--- src/rtl/norm_shift_amt.sv ---
module norm_shift_amt #(
  parameter int DATA_W = 32,
  localparam int CNT_W = $clog2(DATA_W + 1)
) (
  input  logic              clk,
  input  logic              rst_n,
  input  logic              in_valid,
  input  logic [DATA_W-1:0] in_data,
  input  logic              in_signed,
  output logic              out_valid,
  output logic [CNT_W-1:0]  out_shift
);

  logic [DATA_W-1:0] scan_src;
  logic [CNT_W-1:0]  zcount;
  logic [CNT_W-1:0]  shift_next;
  logic              hit;

  // a signed operand is folded onto its magnitude pattern, so bit 31 is always clear
  assign scan_src = in_signed ? (in_data ^ {DATA_W{in_data[DATA_W-1]}}) : in_data;

  always_comb begin
    zcount = CNT_W'(DATA_W);
    hit    = 1'b0;
    for (int i = DATA_W - 1; i >= 0; i--) begin
      if (!hit && scan_src[i]) begin
        zcount = CNT_W'(DATA_W - 1 - i);
        hit    = 1'b1;
      end
    end
  end

  // signed: the count is at least 1, and a zero source gives DATA_W-1
  assign shift_next = in_signed ? zcount - CNT_W'(1) : zcount;

  always_ff @(posedge clk) begin
    if (!rst_n) begin
      out_valid <= 1'b0;
      out_shift <= '0;
    end else begin
      out_valid <= in_valid;
      if (in_valid) out_shift <= shift_next;
    end
  end

endmodule


--- config.mk ---
export PLATFORM = sky130hd
export DESIGN_NAME = norm_shift_amt
export DESIGN_NICKNAME = d
export VERILOG_FILES = /design/src/rtl/norm_shift_amt.sv
export SDC_FILE = /design/constraint.sdc
export NUM_CORES = 1
export LEC_CHECK = 0
export CAP_MARGIN = 25
export CORE_ASPECT_RATIO = 0.7
export CORE_MARGIN = 3
export CORE_UTILIZATION = 40
export CTS_CLUSTER_DIAMETER = 30
export CTS_CLUSTER_SIZE = 40
export DETAILED_ROUTE_END_ITERATION = 8
export PLACE_DENSITY = 0.74
export SLEW_MARGIN = 20
export SYNTH_ARGS = -nofsm -noshare
export SYNTH_HDL_FRONTEND = slang
export SYNTH_SLANG_ARGS = --single-unit
--- constraint.sdc ---
create_clock -name clk -period 2.9 [get_ports clk]
set_clock_uncertainty 0.05 [all_clocks]
set_input_delay 0.435 -clock clk [delete_from_list [all_inputs] [get_ports clk]]
set_output_delay 0.435 -clock clk [all_outputs]
set_load 0.02 [all_outputs]
==> results of run 1 <==
[logic make-up (layout without fill, tap and decap cells)]
kind of cell | Yosys count | after routing | share of synthesized area
compound gates | 75 | 75 | 0.4263
xor+xnor | 2 | 2 | 0.01236
fa+ha+maj | 1 | 1 | 0.008825
buf+inv | 19 | 127 | 0.06796
flops | 7 | 7 | 0.09885
mux | 2 | 2 | 0.01500
simple gates | 93 | 93 | 0.3707
[cell usage in the layout, fill, tap and decap left out, drive strengths merged, types with 2 or more instances in the layout]
cell	synthesis	final
and3b	2	2
nor2b	4	4
o22ai	6	6
a2111o	2	2
o311ai	3	3
nand4	11	11
clkdlybuf4s50	0	35
dfxtp	7	7
inv	11	11
a211o	4	4
o32ai	2	2
o2111ai	2	2
o21ai	9	9
or4	2	2
clkbuf	2	5
a21boi	2	2
nand4b	4	4
nor4	2	2
or3	3	3
nand2	22	22
xnor2	2	2
nor2	18	18
a311o	2	2
a2bb2oi	2	2
buf	6	70
nand3	3	3
dlymetal6s2s	0	5
nor3	7	7
a211oi	6	6
nand2b	8	8
nor3b	3	3
a21oi	9	9
o211ai	5	5
a21o	3	3
[final timing paths]
path                                           startpoint                   endpoint  slack [ps]  cells after the start
worst min-delay path            out_shift[2]$_SDFFE_PN0P_  out_shift[2]$_SDFFE_PN0P_         430                      2
worst min register to register  out_shift[2]$_SDFFE_PN0P_  out_shift[2]$_SDFFE_PN0P_         430                      2
worst max register to register  out_shift[4]$_SDFFE_PN0P_  out_shift[4]$_SDFFE_PN0P_        1970                      2
worst max-delay path                           in_data[9]  out_shift[4]$_SDFFE_PN0P_           5                     12
[per-layer routing]
layer / global-route usage / part of all wire
met5: 0 / 0
met4: 0.04569 / 0.012
met3: 0.04045 / 0.054
met2: 0.3616 / 0.46
met1: 0.3042 / 0.47
[timing repair]
item                                    CTS  global route
endpoints found under the setup margin    3             3
pin swaps                                 0             6
setup buffers                             0             2
gates resized for setup                   6            16
cloned                                    0             0
hold endpoints to repair                  0             0
[power breakdown]
part           internal, mW  switching (mW)  total, mW
Combinational         0.158           0.130      0.288
Sequential            0.102         0.00224      0.104
Clock                0.0952          0.0431      0.138
[worst max-delay path: cells and delay by family]
kind	cells	cell delay [ps]
AO/OA/AOI/OAI	6	1280
adder cells (fa/ha/maj)	1	150
buffers and inverters	3	780
AND/OR/NAND/NOR	2	320
[flip-flops by register name, summed over array words and instances (netlist names)]
register,cells
out_valid,1
out_shift,6
[per-stage QoR]
stage	util	setup WS (ps)
detailed placement	0.7181	-454.8
global route	0.7540	-96.50
finish	0.7540	4.821
global placement	0.7181	-371.2
CTS	0.7391	12.06
floorplan	-	175.1
[cell type report]
cell class,count,area [µm²]
Tap cell,47,58.81
Timing Repair Buffer,112,952.2
Sequential cell,7,140.1
Inverter,11,41.29
Fill cell,264,805.8
Multi-Input combinational cell,173,1232
Clock buffer,4,45.04
==> metrics.md, run 1 <==
| Metric | Value |
|---|---|
| GR Util All Layers | 0.2215 |
| HPWL Detailed | 3943 µm |
| Worst skew pair latency | 230 ps |
| Hold/Removal Path Class | flop to flop |
| Syn Inst Count | approximately 200 |
| Area delta synth->final | 74.23% |
| Synth top area share | 0.09885 |
| Overall power | between 0.5 and 0.6 mW |
| Critical path fanouts, max | 8 |
| Via-to-Cell Ratio | around 5.7 |
| Setup repair after global routing missed its margin | yes |
| Worst EP required | 2960 ps |
| Asr flop ratio synth | 0 |
| # IOs | 43 |
| Clock buffer depth | 2 |
| Die height | 55.81 µm |
| Post-synthesis sequential area ratio | 0.09885 |
| Max stage delay on crit path | 540 ps |
| Fin crit period | 2895 ps |
| Crit path cell chain | clkdlybuf4s50_1 -> a211o_1 -> buf_4 -> a32o_1 -> a31oi_1 -> o211ai_1 -> inv_1 -> ha_2 -> nand2_1 -> and3b_2 -> a211oi_2 -> a311o_1 |
| Root Driver | clkbuf_8 |
| Number of I/O port buffers | 42 |
| Routed length per instance | 13.88 µm |
| Kind of critical path | input port to flop |
| Setup tns final | 0 ps |
| Pre-Repair DR Iteration Count | 4 |
| Htree depth | 1 |
| Prevailing post-synth register cell | dfxtp_1 |
| Largest net degree at the start of global routing | 10 |
| Die Area | ~4300 µm² |
| Nets | 345 |
| Peak VDD IR | between 200 and 250 µV |
| Ys Warns | 0 |
| Worst-Margin Slew | 439.5 ps |
| Placed Cells | approximately 350 |
| Leakage power | 1.026 nW |
| # setup viols final | 0 |
| Final hold slack | ~430 ps |
| Area contributors post-synth | dfxtp_1 9.9%, nand2_1 5.6%, nor2_1 4.8% |
| Final-report hold violation count | 0 |
| Cts hold-fix bufs | 0 |
| Initial antenna violation count | 0 |
| First DRT Iteration DRCs | 129 |
| Most common cell in the netlist | nand2_1 |
| Clock buffers created by TritonCTS | 3 |
| Area post-placement | 2352 µm² |
| Critical path's slowest cell | clkdlybuf4s50_1 |
| Ant diodes | 0 |
| Syn_area_per_cell | 7.124 µm² |
| Relative slew margins | 0.6994 |
| Total wire length | 4914 µm |
| Commonest cells in the netlist | 21 x nand2_1, 18 x nor2_1, 10 x inv_1, 10 x nand4_1, 9 x a21oi_1 |
| First-pass GRT wire length | 8093 µm |
| Cell area after layout | 2470 µm² |
| Die width | 77.16 µm |
| Area leader, netlist | dfxtp_1 |
| Vias in the first global route | ~1.9k |
| Share of cells above drive strength 1 | 0.3225 |
| Post-synth EDFFs | 0 |
| Mapped Area | 1418 µm² |
| GPL Wtd Cong | 0.8902 |
| Gr ovfl total | 0 |
| Rows | 17 |
| Max-cap violations | 0 |
| Antenna violation net count after detailed routing | 0 |
| Post-route insts no fill | 354 |
| TritonCTS clock tree | yes |
| Status | finished clean |
| Crit. End Element | flop |
| Initial core utilization | 0.4328 |
| Vias | a little over 2k |
| Core Region | 3276 µm² |
| Cell Pwr Density | 214.6 nW/µm² |
| Final worst-path cycle share | 0.9983 |
| CTS clk-pin slew, worst paths | 40 ps |
| Final Max Tran Viols | 0 |
| Clk sink count | 7 |
| # DRC | 0 |
| Worst EP arrival | 2960 ps |
| Synth cell types | between 60 and 70 |
| Type of origin of the critical path | input port |
| Yosys reg bits | 7 |
| Syn nets | approximately 240 |
| Fmax achieved | 0.3454 GHz |
Power figures use the tool's default switching activity.
==> run 2, diff against run 1 <==
--- a/config.mk
+++ b/config.mk
@@ -5,7 +5,7 @@
 export SDC_FILE = /design/constraint.sdc
 export NUM_CORES = 1
 export LEC_CHECK = 0
-export CAP_MARGIN = 25
+export CAP_MARGIN = 10
 export CORE_ASPECT_RATIO = 0.7
 export CORE_MARGIN = 3
 export CORE_UTILIZATION = 40
==> results of run 2 <==
Same layout as run 1: the final DEF is identical, and so are final timing and power.
